$ cat src/rtl/bsram_pkg.sv
package bsram_pkg;

    typedef enum logic {
        ORDER_LINEAR      = 1'b0,
        ORDER_INTERLEAVED = 1'b1
    } burst_order_e;

    // per-edge decision from the strobe decoder
    typedef struct packed {
        logic load;     // valid strobe, selects true
        logic drop;     // strobe with selects false
        logic advance;  // step the burst counter
        logic write;    // this edge writes the array
    } burst_cmd_t;

    function automatic logic [1:0] burst_low(
        input logic [1:0]   first,
        input logic [1:0]   step,
        input burst_order_e order
    );
        if (order == ORDER_INTERLEAVED)
            return first ^ step;
        return first + step;
    endfunction

endpackage

$ cat src/rtl/bsram_ctrl.sv
module bsram_ctrl
    import bsram_pkg::*;
#(
    parameter int LANES = 2
) (
    input  logic             ce_n,
    input  logic             ce2_p,
    input  logic             ce2_n,
    input  logic             cpu_start_n,
    input  logic             ctl_start_n,
    input  logic             adv_n,
    input  logic [LANES-1:0] lane_wr_n,
    input  logic             all_wr_n,
    input  logic             active,
    output burst_cmd_t       cmd,
    output logic [LANES-1:0] lane_we
);

    logic cpu_go;
    logic ctl_go;
    logic start;
    logic selected;
    logic wr_req;
    logic live;

    always_comb begin
        cpu_go   = !cpu_start_n && !ce_n;
        ctl_go   = !ctl_start_n && !cpu_go;
        start    = cpu_go || ctl_go;
        selected = !ce_n && ce2_p && !ce2_n;
        wr_req   = !all_wr_n || !(&lane_wr_n);
        live     = (start && selected) || (!start && active);

        cmd.load    = start && selected;
        cmd.drop    = start && !selected;
        cmd.advance = !start && !adv_n && active;
        cmd.write   = live && wr_req && !cpu_go;

        if (!cmd.write)
            lane_we = '0;
        else if (!all_wr_n)
            lane_we = '1;
        else
            lane_we = ~lane_wr_n;
    end

endmodule

$ cat src/rtl/bsram_burst.sv
module bsram_burst
    import bsram_pkg::*;
#(
    parameter int ADDR_W = 6
) (
    input  logic              clk,
    input  logic              rst,
    input  burst_cmd_t        cmd,
    input  logic [ADDR_W-1:0] addr,
    input  logic              order_sel,
    output logic [ADDR_W-1:0] acc_addr,
    output logic [ADDR_W-1:0] cur_addr,
    output logic              active,
    output logic              rd
);

    logic [ADDR_W-1:0] base_q, base_d;
    logic [1:0]        cnt_q, cnt_d;
    burst_order_e      mode_q, mode_d;
    logic              active_q, active_d;
    logic              rd_q;

    always_comb begin
        base_d   = base_q;
        cnt_d    = cnt_q;
        mode_d   = mode_q;
        active_d = active_q;
        if (cmd.load) begin
            base_d   = addr;
            cnt_d    = 2'd0;
            mode_d   = burst_order_e'(order_sel);
            active_d = 1'b1;
        end else if (cmd.drop) begin
            active_d = 1'b0;
        end else if (cmd.advance) begin
            cnt_d = cnt_q + 2'd1;
        end
    end

    // address used by the write at this edge, and the registered one for reads
    assign acc_addr = {base_d[ADDR_W-1:2], burst_low(base_d[1:0], cnt_d, mode_d)};
    assign cur_addr = {base_q[ADDR_W-1:2], burst_low(base_q[1:0], cnt_q, mode_q)};
    assign active   = active_q;
    assign rd       = rd_q;

    always_ff @(posedge clk) begin
        if (rst) begin
            base_q   <= '0;
            cnt_q    <= 2'd0;
            mode_q   <= ORDER_LINEAR;
            active_q <= 1'b0;
            rd_q     <= 1'b0;
        end else begin
            base_q   <= base_d;
            cnt_q    <= cnt_d;
            mode_q   <= mode_d;
            active_q <= active_d;
            rd_q     <= active_d && !cmd.write;
        end
    end


    load_start_chk: assert property (@(posedge clk) disable iff (rst)
        cmd.load |=> (cnt_q == 2'd0 && active_q && base_q == $past(addr)));


    advance_step_chk: assert property (@(posedge clk) disable iff (rst)
        cmd.advance |=> (cnt_q == $past(cnt_q) + 2'd1));


    hold_addr_chk: assert property (@(posedge clk) disable iff (rst)
        (!cmd.load && !cmd.drop && !cmd.advance) |=> ($stable(cnt_q) && $stable(base_q)));


    drop_close_chk: assert property (@(posedge clk) disable iff (rst)
        cmd.drop |=> (!active_q && !rd_q));

endmodule

$ cat src/rtl/bsram_array.sv
module bsram_array #(
    parameter int ADDR_W = 6,
    parameter int LANES  = 2,
    parameter int LANE_W = 9
) (
    input  logic                    clk,
    input  logic [LANES-1:0]        lane_we,
    input  logic [ADDR_W-1:0]       waddr,
    input  logic [LANES*LANE_W-1:0] wdata,
    input  logic [ADDR_W-1:0]       raddr,
    output logic [LANES*LANE_W-1:0] rdata
);

    localparam int DEPTH = 1 << ADDR_W;

    for (genvar g = 0; g < LANES; g++) begin : g_lane
        logic [LANE_W-1:0] store [DEPTH];

        always_ff @(posedge clk) begin
            if (lane_we[g])
                store[waddr] <= wdata[g*LANE_W +: LANE_W];
        end

        // flow-through: no register between the array and the output
        assign rdata[g*LANE_W +: LANE_W] = store[raddr];
    end

endmodule

$ cat src/rtl/burst_sram.sv
module burst_sram
    import bsram_pkg::*;
#(
    parameter int ADDR_W = 6,
    parameter int LANES  = 2,
    parameter int LANE_W = 9
) (
    input  logic                    clk,
    input  logic                    rst,
    input  logic [ADDR_W-1:0]       addr,
    input  logic                    ce_n,
    input  logic                    ce2_p,
    input  logic                    ce2_n,
    input  logic                    cpu_start_n,
    input  logic                    ctl_start_n,
    input  logic                    adv_n,
    input  logic [LANES-1:0]        lane_wr_n,
    input  logic                    all_wr_n,
    input  logic                    order_sel,
    input  logic                    oe_n,
    input  logic [LANES*LANE_W-1:0] wdata,
    output logic [LANES*LANE_W-1:0] rdata,
    output logic                    rdata_en
);

    localparam int DATA_W = LANES * LANE_W;

    burst_cmd_t        cmd;
    logic [LANES-1:0]  lane_we;
    logic [ADDR_W-1:0] acc_addr;
    logic [ADDR_W-1:0] cur_addr;
    logic              active;
    logic              rd;
    logic [DATA_W-1:0] arr_q;

    bsram_ctrl #(.LANES(LANES)) i_ctrl (
        .ce_n        (ce_n),
        .ce2_p       (ce2_p),
        .ce2_n       (ce2_n),
        .cpu_start_n (cpu_start_n),
        .ctl_start_n (ctl_start_n),
        .adv_n       (adv_n),
        .lane_wr_n   (lane_wr_n),
        .all_wr_n    (all_wr_n),
        .active      (active),
        .cmd         (cmd),
        .lane_we     (lane_we)
    );

    bsram_burst #(.ADDR_W(ADDR_W)) i_burst (
        .clk       (clk),
        .rst       (rst),
        .cmd       (cmd),
        .addr      (addr),
        .order_sel (order_sel),
        .acc_addr  (acc_addr),
        .cur_addr  (cur_addr),
        .active    (active),
        .rd        (rd)
    );

    bsram_array #(.ADDR_W(ADDR_W), .LANES(LANES), .LANE_W(LANE_W)) i_array (
        .clk     (clk),
        .lane_we (lane_we),
        .waddr   (acc_addr),
        .wdata   (wdata),
        .raddr   (cur_addr),
        .rdata   (arr_q)
    );

    assign rdata_en = rd && !oe_n;
    assign rdata    = rdata_en ? arr_q : '0;


    cpu_read_only_chk: assert property (@(posedge clk) disable iff (rst)
        (!cpu_start_n && !ce_n) |-> (lane_we == '0));

endmodule

$ cat config.mk
export PLATFORM = sky130hd
export DESIGN_NAME = burst_sram
export DESIGN_NICKNAME = d
export VERILOG_FILES = /design/src/rtl/bsram_pkg.sv /design/src/rtl/bsram_ctrl.sv /design/src/rtl/bsram_burst.sv /design/src/rtl/bsram_array.sv /design/src/rtl/burst_sram.sv
export SDC_FILE = /design/constraint.sdc
export NUM_CORES = 1
export LEC_CHECK = 0
export CORE_ASPECT_RATIO = 1.4
export CORE_MARGIN = 2
export CORE_UTILIZATION = 27
export DETAILED_ROUTE_END_ITERATION = 7
export PLACE_DENSITY_LB_ADDON = 0.15
export SETUP_SLACK_MARGIN = 0.4
export SLEW_MARGIN = 20
export SYNTH_ARGS = -nofsm -noshare
export SYNTH_HDL_FRONTEND = slang
export SYNTH_SLANG_ARGS = --single-unit
$ cat constraint.sdc
create_clock -name clk -period 4.85 [get_ports clk]
set_input_delay 0.7275 -clock clk [delete_from_list [all_inputs] [get_ports clk]]
set_output_delay 0.7275 -clock clk [all_outputs]
set_load 0.02 [all_outputs]
==> results.md <==
* Mean area per synthesized cell at around 17 µm²
* Sequential cell fraction of total power at 51.8%
* Total CTS buffers at 117
* Met2 wire length at 86.75 mm
* Capturing point of the worst reg2reg path: i_array.g_lane[0].store[50][3]$_DFFE_PP_
* Via count of the first global-routing pass at 29,280
* Internal power of the cells at 16,750 µW
* Register-to-register setup slack at 0.73 ns
* # Max-Cap Violations at 0
* Total setup violations reported at the end of the flow at 0
* Wirelength, routed at 164.0 mm
* Final sum of negative setup slack at 0 ns
* Full die area at 181,800 µm²
* DRC violation count after routing at 0
* Commonest register cell after synthesis: sky130_fd_sc_hd__edfxtp_1
* Worst min-delay path class: in -> reg
* Chip width at 360.9 µm
* Yosys top cell area share at 71.85%
* Fillers at 16,820
* Yosys warning total at 0
* Number of cells traversed by the worst hold path at 1
* Port Buffer Count at 55
* Post-synthesis register bit count at 1,163
* Overall routing resource usage at 17.76%
* Signed area change from the synthesized netlist to the final layout at 22.25%
* Synth area leader: sky130_fd_sc_hd__edfxtp_1
* Multi-input gate area at approximately 13,000 µm²
* Via-per-instance ratio at between 5 and 6
* Worst Hold Launch: wdata[10]
* Final global-route overflow total at 0
* Clock period minus final worst setup slack at 4.418 ns
* Post-layout nets at 3,106
* Critical path data required time at 4.12 ns
* Leak at around 0.018 µW
* Ys async rst share at 0%
* Largest fanout on the critical path at 6
* Final std cell area, no fill at 58,860 µm²
* Category of the worst setup path capture point: output port
* Number of buffers on the longest clock path at 3
* Remaining number of nets flagged by the antenna check after routing at 0
* Fraction of power consumed by the clock network at a little over two fifths
* Wire length per cell at approximately 30 µm
* Number of antenna violations at the first check in global routing at 8
* Wire length on met1 at 64.02 mm
* Initial DRC Count at approximately 2,800
* H-tree depth at 3
* Crit path launch type: register
* First-pass GRT wire length at 228.5 mm
* Buffer cell driving the clock tree root: sky130_fd_sc_hd__clkbuf_16
* Outcome: completed
* Routed wl met3 at about 7.4 mm
* Ratio of final minimum period to clock period at 91.09%
* Layout cells sized above 1 at 29.34%
* Gate count after technology mapping at 2,763
* Headroom to the max-slew limit at 30.39%
* Worst Reg2Reg Path Length in Cells at 5
* Final weighted congestion in routability-driven placement at 0.8417
* Max Used Layer: met5
* Initial core utilization at around 27%
* Area taken by flip-flops and latches at 34,830 µm²
* Fin. max-slew vios at 0
* Final number of hold-violating endpoints at 0
* Post-synthesis instance area at 48,140 µm²
* Total core area at 177,500 µm²
* Total power divided by cell area at 362.3 nW/µm²
* Net count after synthesis at ~2,800
* Rows at 183
* Switching power of the nets at 4573 µW
* Worst flop-to-flop path startpoint: i_burst.base_q[4]$_SDFF_PP0_
* Clk Latency, worst-skew pair at between 0.7 and 0.8 ns
* RSZ-0062 raised after global routing: true
* Hpwl dp at 103.4 mm
* Setup clock skew after layout at 0.03200 ns
* TritonCTS sink count at 1,163
* TritonCTS clock tree: done
* Max frequency at 226.3 MHz
* Setup Crit Path Kind: reg -> out
* DR pass1 iterations at 6
* Number of enable-type register cells in the synthesized netlist at about 1,200
* Vertical die dimension at between 500 and 600 µm
* Clock transition at the registers of the reported paths at about 0.060 ns
* Via count at 28,080
* Pin count of the biggest net entering global routing at 65
* IR Drop Worst-Case VDD at ~270 µV
* Top-Level Pins at 56
* Slew of the pin with the lowest slew margin at about 1.0 ns
* Sequential share of the synthesized area at 72.31%
* Switching Fraction at 21.45%
* Top area cells in the synthesized netlist: sky130_fd_sc_hd__edfxtp_1 72%, sky130_fd_sc_hd__mux4_2 8.6%, sky130_fd_sc_hd__mux2i_1 3.0%
* Cell area after placement at between 50,000 and 60,000 µm²
* Terminating pin of the worst hold path: i_array.g_lane[1].store[16][1]$_DFFE_PP_
* Worst endpoint data arrival time at 3.69 ns
* Library cells used by synthesis at 60
* Combinational power share at 4.6%
final cells by class:
| cell class | instances | share of cell area (%) |
|---|---|---|
| Sequential cell | 1163 | 59.17 |
| Multi-Input combinational cell | 1398 | 22.44 |
| Timing Repair Buffer | 381 | 6.794 |
| Clock buffer | 139 | 5.223 |
| Tap cell | 2312 | 4.915 |
| Clock inverter | 79 | 1.412 |
| Inverter | 6 | 0.03826 |
| Antenna cell | 2 | 0.008503 |
per-layer routing:
layer  track usage (%)  vias up
met5                 0        -
met4             6.040        2
met3             2.373      223
met2             33.12      886
met1             20.84    14920
li1                  -    12050
critical path, stage by stage, from the launching register on:
cell,delay (ns)
sky130_fd_sc_hd__dfxtp_4,0.36
sky130_fd_sc_hd__ha_4,0.17
sky130_fd_sc_hd__nor2b_4,0.13
sky130_fd_sc_hd__buf_12,0.14
sky130_fd_sc_hd__xnor2_4,0.24
sky130_fd_sc_hd__buf_6,0.14
sky130_fd_sc_hd__buf_12,0.14
sky130_fd_sc_hd__buf_16,0.16
sky130_fd_sc_hd__mux4_2,0.58
sky130_fd_sc_hd__a21oi_2,0.16
sky130_fd_sc_hd__nand4_1,0.18
sky130_fd_sc_hd__a31o_4,0.32
sky130_fd_sc_hd__buf_2,0.16
metrics by stage:
step	util (%)	setup slack (ns)	total power (µW)	std cells	hold WS, ns
finish	33.17	0.4319	21320	5480	0.3431
global route	33.17	0.3640	21940	5479	0.3388
CTS	33.00	0.3134	21550	5463	0.2993
detailed placement	29.73	0.1077	12140	5171	0.5128
global placement	29.73	0.1342	12130	5171	0.5133
floorplan	-	0.7068	11630	2763	0.4579
power groups by stage:
stage	combinational, µW	sequential [µW]	clock, µW
final	978	11100	9290
after floorplan	366	11300	0
after global routing	1030	11000	9860
after detailed placement	867	11300	0
after CTS	979	11100	9520
after global placement	861	11300	0
timing repair:
item                                    CTS  global route
hold buffers                              0             0
endpoints found under the setup margin   18            18
buffers inserted                         59            10
pin swaps                                24            26
cloned                                   15             5
resized for setup                       210            56
how the worst max path moves through the flow:
stage,from,end,slack [ns],depth (start not counted)
after floorplan,ce2_n,i_array.g_lane[1].store[5][0]$_DFFE_PP_,0.71,14
after global placement,i_burst.cnt_q[0]$_SDFF_PP0_,rdata[2],0.13,11
after detailed placement,i_burst.cnt_q[0]$_SDFF_PP0_,rdata[2],0.11,11
after CTS,i_burst.cnt_q[0]$_SDFF_PP0_,rdata[2],0.31,12
after global routing,i_burst.cnt_q[0]$_SDFF_PP0_,rdata[16],0.36,12
final,i_burst.cnt_q[0]$_SDFF_PP0_,rdata[16],0.43,12
sequential cells by signal, summed over array words and instances, names as in the netlist:
name	count
i_burst.base_q	6
i_burst.cnt_q	2
i_burst.rd	1
i_burst.active	1
i_burst.mode_q	1
i_array.g_lane.store	1152
cell usage in the layout (no fill, tap or decap), drive strengths merged, types with 18 or more instances in the layout:
cell type	netlist	final
clkbuf	89	149
a311oi	34	34
mux2i	144	144
edfxtp	1152	1152
nor3	43	43
mux2	88	88
o22ai	69	69
a31oi	18	18
nand3	26	26
o221ai	103	103
buf	107	342
a21oi	38	38
a221o	24	24
a221oi	33	33
nor2	169	169
nand2	190	190
o21ai	64	64
clkinv	0	51
mux4	184	184
clkdlybuf4s50	0	19
logic make-up after synthesis:
| kind of cell | count (synthesis) | synth area share (%) |
|---|---|---|
| multiplexers | 416 | 13.67 |
| AND/OR/NAND/NOR | 526 | 4.865 |
| AO/OA/AOI/OAI | 445 | 6.892 |
| flip-flops | 1163 | 72.31 |
| adder cells (fa/ha/maj) | 2 | 0.05197 |
| XOR/XNOR | 9 | 0.2625 |
| buffers and inverters | 202 | 1.949 |
synth_stat cells (all sizes together) (24+ instances only):
| master | count |
|---|---|
| a21oi | 38 |
| a221o | 24 |
| a221oi | 33 |
| a311oi | 34 |
| buf | 107 |
| clkbuf | 89 |
| edfxtp | 1152 |
| mux2 | 88 |
| mux2i | 144 |
| mux4 | 184 |
| nand2 | 190 |
| nand3 | 26 |
| nor2 | 169 |
| nor3 | 43 |
| o21ai | 64 |
| o221ai | 103 |
| o22ai | 69 |
No activity file was read; power rests on OpenSTA's default activity.
